[src/rtl/tmode_pkg.sv]
package tmode_pkg;

    localparam int IMP_W = 5;
    localparam logic [IMP_W-1:0] IMP_FDL_CODE = 5'b10000;

    typedef struct packed {
        logic cut_tx;
        logic cut_rx;
        logic hp_off;
        logic gain_low;
        logic tone;
        logic ts_loop;
        logic dig_loop;
        logic irq_arm;
    } tmode_ctl_t;

    typedef enum logic [1:0] {
        TX_SRC_ENC  = 2'd0,
        TX_SRC_FDL  = 2'd1,
        TX_SRC_TSLP = 2'd2
    } tx_src_e;

    function automatic logic fdl_active(tmode_ctl_t c, logic [IMP_W-1:0] code);
        return c.dig_loop || (code == IMP_FDL_CODE);
    endfunction

    function automatic tx_src_e pick_tx_src(tmode_ctl_t c, logic [IMP_W-1:0] code);
        if (c.ts_loop)
            return TX_SRC_TSLP;
        else if (fdl_active(c, code))
            return TX_SRC_FDL;
        return TX_SRC_ENC;
    endfunction

endpackage

[src/rtl/tmode_rx_steer.sv]
module tmode_rx_steer
    import tmode_pkg::*;
#(
    parameter int W = 16
) (
    input  tmode_ctl_t   ctl,
    input  logic [W-1:0] rx_in,
    input  logic [W-1:0] tone_in,
    input  logic [W-1:0] fb_in,
    output logic [W-1:0] rx_path,
    output logic [W-1:0] fb_path
);
    logic [W-1:0] src;
    logic [W-1:0] scaled;

    always_comb begin
        src = ctl.tone ? tone_in : rx_in;
        if (ctl.gain_low)
            scaled = {src[W-1], src[W-1:1]};
        else
            scaled = src;
        rx_path = ctl.cut_rx ? '0 : scaled;
        fb_path = ctl.cut_rx ? '0 : fb_in;
    end
endmodule

[src/rtl/tmode_tx_steer.sv]
module tmode_tx_steer
    import tmode_pkg::*;
#(
    parameter int W = 16
) (
    input  tmode_ctl_t       ctl,
    input  logic [IMP_W-1:0] imp,
    input  logic [W-1:0]     rx_raw,
    input  logic [W-1:0]     rx_path,
    input  logic [W-1:0]     enc_in,
    output logic [W-1:0]     tx_path,
    output logic [W-1:0]     tx_pin,
    output logic             oe_data,
    output logic             oe_slot
);
    tx_src_e sel;

    always_comb begin
        sel = pick_tx_src(ctl, imp);
        unique case (sel)
            TX_SRC_TSLP: tx_path = rx_raw;
            TX_SRC_FDL:  tx_path = rx_path;
            default:     tx_path = enc_in;
        endcase
        oe_data = !ctl.cut_tx;
        oe_slot = !ctl.cut_tx;
        tx_pin  = ctl.cut_tx ? '0 : tx_path;
    end
endmodule

[src/rtl/tmode_pcm_capture.sv]
module tmode_pcm_capture #(
    parameter int W = 16
) (
    input  logic         clk,
    input  logic         rst,
    input  logic         arm,
    input  logic         smp_new,
    input  logic         host_rd,
    input  logic [W-1:0] smp,
    output logic [W-1:0] held,
    output logic         pend
);
    always_ff @(posedge clk) begin
        if (rst) begin
            held <= '0;
            pend <= 1'b0;
        end else begin
            if (smp_new)
                held <= smp;
            if (!arm)
                pend <= 1'b0;
            else if (smp_new)
                pend <= 1'b1;
            else if (host_rd)
                pend <= 1'b0;
        end
    end
endmodule

[src/rtl/tmode_path_ctrl.sv]
module tmode_path_ctrl
    import tmode_pkg::*;
#(
    parameter int W = 16
) (
    input  logic             clk,
    input  logic             rst,
    input  logic             ctl_cut_tx,
    input  logic             ctl_cut_rx,
    input  logic             ctl_hp_off,
    input  logic             ctl_gain_low,
    input  logic             ctl_tone,
    input  logic             ctl_ts_loop,
    input  logic             ctl_dig_loop,
    input  logic             ctl_irq_arm,
    input  logic [IMP_W-1:0] imp_code,
    input  logic [W-1:0]     rx_ts_data,
    input  logic [W-1:0]     tx_enc_data,
    input  logic [W-1:0]     tone_data,
    input  logic [W-1:0]     fb_data,
    input  logic             tx_new,
    input  logic             pcm_rd,
    output logic [W-1:0]     rx_out,
    output logic [W-1:0]     fb_out,
    output logic [W-1:0]     tx_out,
    output logic             tx_oe,
    output logic             slot_oe,
    output logic             flt_bypass,
    output logic [W-1:0]     rd_data,
    output logic             irq
);
    tmode_ctl_t   ctl;
    logic [W-1:0] rx_path;
    logic [W-1:0] tx_path;

    always_comb begin
        ctl.cut_tx   = ctl_cut_tx;
        ctl.cut_rx   = ctl_cut_rx;
        ctl.hp_off   = ctl_hp_off;
        ctl.gain_low = ctl_gain_low;
        ctl.tone     = ctl_tone;
        ctl.ts_loop  = ctl_ts_loop;
        ctl.dig_loop = ctl_dig_loop;
        ctl.irq_arm  = ctl_irq_arm;
    end

    assign flt_bypass = ctl.hp_off;
    assign rx_out     = rx_path;

    tmode_rx_steer #(.W(W)) u_rx (
        .ctl     (ctl),
        .rx_in   (rx_ts_data),
        .tone_in (tone_data),
        .fb_in   (fb_data),
        .rx_path (rx_path),
        .fb_path (fb_out)
    );

    tmode_tx_steer #(.W(W)) u_tx (
        .ctl     (ctl),
        .imp     (imp_code),
        .rx_raw  (rx_ts_data),
        .rx_path (rx_path),
        .enc_in  (tx_enc_data),
        .tx_path (tx_path),
        .tx_pin  (tx_out),
        .oe_data (tx_oe),
        .oe_slot (slot_oe)
    );

    tmode_pcm_capture #(.W(W)) u_cap (
        .clk     (clk),
        .rst     (rst),
        .arm     (ctl.irq_arm),
        .smp_new (tx_new),
        .host_rd (pcm_rd),
        .smp     (tx_path),
        .held    (rd_data),
        .pend    (irq)
    );
endmodule

[config.mk]
export PLATFORM = sky130hd
export DESIGN_NAME = tmode_path_ctrl
export DESIGN_NICKNAME = d
export VERILOG_FILES = /design/src/rtl/tmode_pkg.sv /design/src/rtl/tmode_rx_steer.sv /design/src/rtl/tmode_tx_steer.sv /design/src/rtl/tmode_pcm_capture.sv /design/src/rtl/tmode_path_ctrl.sv
export SDC_FILE = /design/constraint.sdc
export NUM_CORES = 1
export LEC_CHECK = 0
export BUFFER_PORTS_ARGS = -buffer_cell sky130_fd_sc_hd__buf_2
export CAP_MARGIN = 20
export CORE_MARGIN = 5
export CORE_UTILIZATION = 44
export CTS_BUF_LIST = sky130_fd_sc_hd__clkbuf_8
export DETAILED_ROUTE_END_ITERATION = 7
export GPL_TIMING_DRIVEN = 0
export PLACE_DENSITY_LB_ADDON = 0.12
export SYNTH_ARGS = -nofsm -noshare
export SYNTH_HDL_FRONTEND = slang
export SYNTH_SLANG_ARGS = --single-unit
[constraint.sdc]
create_clock -name clk -period 2.3 [get_ports clk]
set_input_delay 0.345 -clock clk [delete_from_list [all_inputs] [get_ports clk]]
set_output_delay 0.345 -clock clk [all_outputs]
set_load 0.005 [all_outputs]
==> flow_results.org <==
** Power
- For this design the static power due to leakage is 1.33 nW.
- VDD sags by at most 0.000238 V.
- Total power divided by cell area :: 374 mW/mm2

** Cells and area
- Cells fill 66.8% of the core in the end.
- Of the cells placed in the final design, the portion with a size suffix greater than 1 is 50.4%.
- Nets@finish :: 455
- 0 antenna diodes ended up in the layout.
- Relative to the synthesized area, the layout overhead comes to 44.6%.

** Timing
- Maximum clock frequency :: 477 MHz
- Hold Fails Final Rpt :: 0
- At the pin with the least slew margin, the transition time is 587 ps.
- Setup TNS :: 0 ps
- Final clock period utilization by the worst path :: 91.2%
- Setup repair after global routing missed its margin :: false
- Final worst path period need :: 2100 ps
- Relative max-transition margin :: 60.8%
- Setup violations remaining at the end of the flow were counted as 0.
- Max-slew violation count :: 0
- Clock Skews :: 0 ps

** Logic synthesis
- The most used flip-flop cell after synthesis is sky130_fd_sc_hd__dfxtp_1.
- Distinct cell type count of the synthesized netlist :: 31
- Number of flops mapped to enable cells by yosys :: 0
- A synthesized cell averages 8.37 um2.
- Main area contributors after synthesis :: sky130_fd_sc_hd__dfxtp_1 18%, sky130_fd_sc_hd__nor2b_1 12%, sky130_fd_sc_hd__mux4_2 11%, sky130_fd_sc_hd__mux4_1 8.4%, sky130_fd_sc_hd__nand2_1 7.6%
- Seq cells post-synth :: 17
- sky130_fd_sc_hd__dfxtp_1 takes more of the synthesized area than any other cell.
- Top cell types by occurrence after synthesis :: 38 x sky130_fd_sc_hd__nand2_1, 37 x sky130_fd_sc_hd__nor2b_1, 17 x sky130_fd_sc_hd__a21oi_1, 17 x sky130_fd_sc_hd__dfxtp_1
- Counting every instance in the synthesized netlist gives 224.
- Counting flops with an async set or reset pin after synthesis yields a share of 0%.
- Most common cell in the netlist :: sky130_fd_sc_hd__nand2_1
- When the netlist entered floorplanning its net count stood at 305.
- The mapped netlist covers 0.00188 mm2.
- Share of synthesized area occupied by flip-flops and latches :: 18.1%
- Yosys top cell area share :: 18.1%
- Yosys warning total :: 0

** Clock tree
- Counting the buffers created by CTS gives 3.
- The number of gates resized after CTS was 0.
- Clock-pin transition on the worst setup and hold timing paths :: 70 ps
- Post-CTS Setup Bufs :: 0
- The clock passes through at most 2 buffers.
- # hold bufs at CTS :: 0
- CTS saw 17 sinks.
- At the later pin of the worst-skew pair, clock insertion delay measures 250 ps.
- TritonCTS clock tree :: built
- H-tree level count :: 1
- Buffer cell driving the clock tree root :: sky130_fd_sc_hd__clkbuf_8

** Route
- Via count :: 2361
- Count of antenna-violating nets left after detailed routing :: 0
- First-pass detailed-route iteration total :: 4
- DRC marker count from the first detailed-route iteration :: 74
- For this run, design rule violations remaining after detail routing come to 0.
- Routed Wire Length :: 7080 um
- Detail-routed via count per cell :: 5.58
- Wire per inst :: 16.7 um

** Worst setup path
- The worst setup path is launched from a primary input.
- Longest individual stage delay on the worst path :: 340 ps
- The most numerous cell type found on the critical path is sky130_fd_sc_hd__buf_2.
- Critical path start-end classification :: primary input to primary output
- Crit path arrival time :: 1750 ps
- Grouping stages by cell kind, the critical path spends the most delay in compound AO/OA/AOI/OAI gates.
- Library cell contributing the largest single delay on the critical path :: sky130_fd_sc_hd__nor4_1
- Worst path bufs/invs :: 3
- At the worst endpoint, the required time is 1960 ps.
- STA classifies the critical path endpoint as a primary output.
- Top fanout value on the critical path :: 10
- Traced cell by cell, the critical path runs through buf_2 > nor4_1 > a21o_2 > clkbuf_8 > nand2_2 > a211oi_1 > buf_2.

** Min path
- The worst hold path belongs to the class primary input to flip-flop.

** Place
- Routability-driven placement congestion ratio :: 0.825
- Post-DP HPWL :: 5820 um
- Count of buffers from port buffering :: 145

** Global route
- Global routing usage summed across all routing layers :: 24.9%
- Entering global routing, the biggest net connects 11 pins.
- Initial antenna violation count :: 0
- For this run the aggregate overflow at the end of global routing stands at 0.
- First-pass GRT wire length :: 11000 um
- The via count of the first global-routing pass was 2486.

** Floorplan
- Row generation in the floorplan step produced 23 rows.
- The initial utilization of the core area, before any placement, comes to 46.2%.
- The die is 75.3 um wide.
- Core Footprint :: 0.00406 mm2
- Die Span Y :: 75.3 um
- The die covers 0.00567 mm2.
- For this design the top-level I/O count stands at 149.

** Job
- Max-cap violations in this run came to 0.

** Status
- The flow ran to the end, and the final reports show no timing, DRC or antenna violations.
## metrics by stage
step / std cells / worst slack (ps) / total power, W / hold slack (ps) / cell area (um2)
6_report: 423 / 203 / 0.00101 / 291 / 2710
5_1_grt: 423 / 79.3 / 0.00109 / 297 / 2710
4_1_cts: 423 / 98.4 / 0.00102 / 293 / 2710
3_5_place_dp: 419 / 92.6 / 0.000794 / 483 / 2660
3_3_place_gp: 419 / 118 / 0.000786 / 461 / 2660
2_1_floorplan: 224 / 570 / 0.000585 / 421 / 1880
## sequential cells by signal (all words and copies together) (netlist names)
signal      cells
u_cap.held     16
u_cap.pend      1
## where the power goes
part	internal (W)	leakage (nW)	switching, W
clock	0.000120	0.0255	0.000108
combinational	0.000238	1.16	0.000217
sequential	0.000317	0.141	0.0000125
## final timing paths
path	cells after the start	start	endpoint	slack, ps
min	2	rst	u_cap.pend	290
max reg2reg	2	u_cap.held[12]	u_cap.held[12]	1620
min reg2reg	2	u_cap.held[15]	u_cap.held[15]	500
max	7	imp_code[1]	tx_out[12]	200
## cells in the final DEF, fill, tap and decap left out, drive strengths merged
| master | n |
|---|---|
| nor2 | 2 |
| mux4 | 15 |
| clkinv | 1 |
| nor2b | 39 |
| nand2 | 45 |
| a21oi | 17 |
| inv | 4 |
| dfxtp | 17 |
| nand3 | 1 |
| o41ai | 1 |
| or2 | 1 |
| a211oi | 15 |
| and2b | 8 |
| o211ai | 15 |
| buf | 152 |
| a21o | 1 |
| o21bai | 1 |
| nor4 | 1 |
| clkbuf | 18 |
| nor3b | 1 |
| mux2i | 2 |
| a31oi | 15 |
| nor3 | 1 |
## worst register-to-register path: cells and delay by family (launching register included)
family	cells	cell delay, ps
compound gates	2	240
flops	1	310
## metal layers
metal	up-vias	routed length, um	part of all wire, %	GRT usage, %
met1	1128	2720	38	30.0
met4	0	25	0.35	5.44
met5	-	0	0	0
li1	1123	-	-	-
met2	106	3710	52	45.2
met3	4	621	8.8	5.80
## final cells by class
type | instances | area [um2]
repair buffers | 145 | 726
clock inverters | 1 | 5.00
clock buffers | 3 | 41.3
plain buffers | 22 | 141
fillers | 373 | 1350
well taps | 50 | 62.6
inverters | 4 | 15.0
flip-flops and latches | 17 | 340
multi-input cells | 181 | 1380
## cells by family (layout without fill, tap and decap cells)
group           count (synthesis)  count (layout)  share of synthesized area, %
compound gates                 65              65                          23.4
buf+inv                        26             175                          8.27
flops                          17              17                          18.1
mux                            17              17                          20.3
simple gates                   99              99                          29.9
Note: power is estimated with default switching activity, not from simulation.
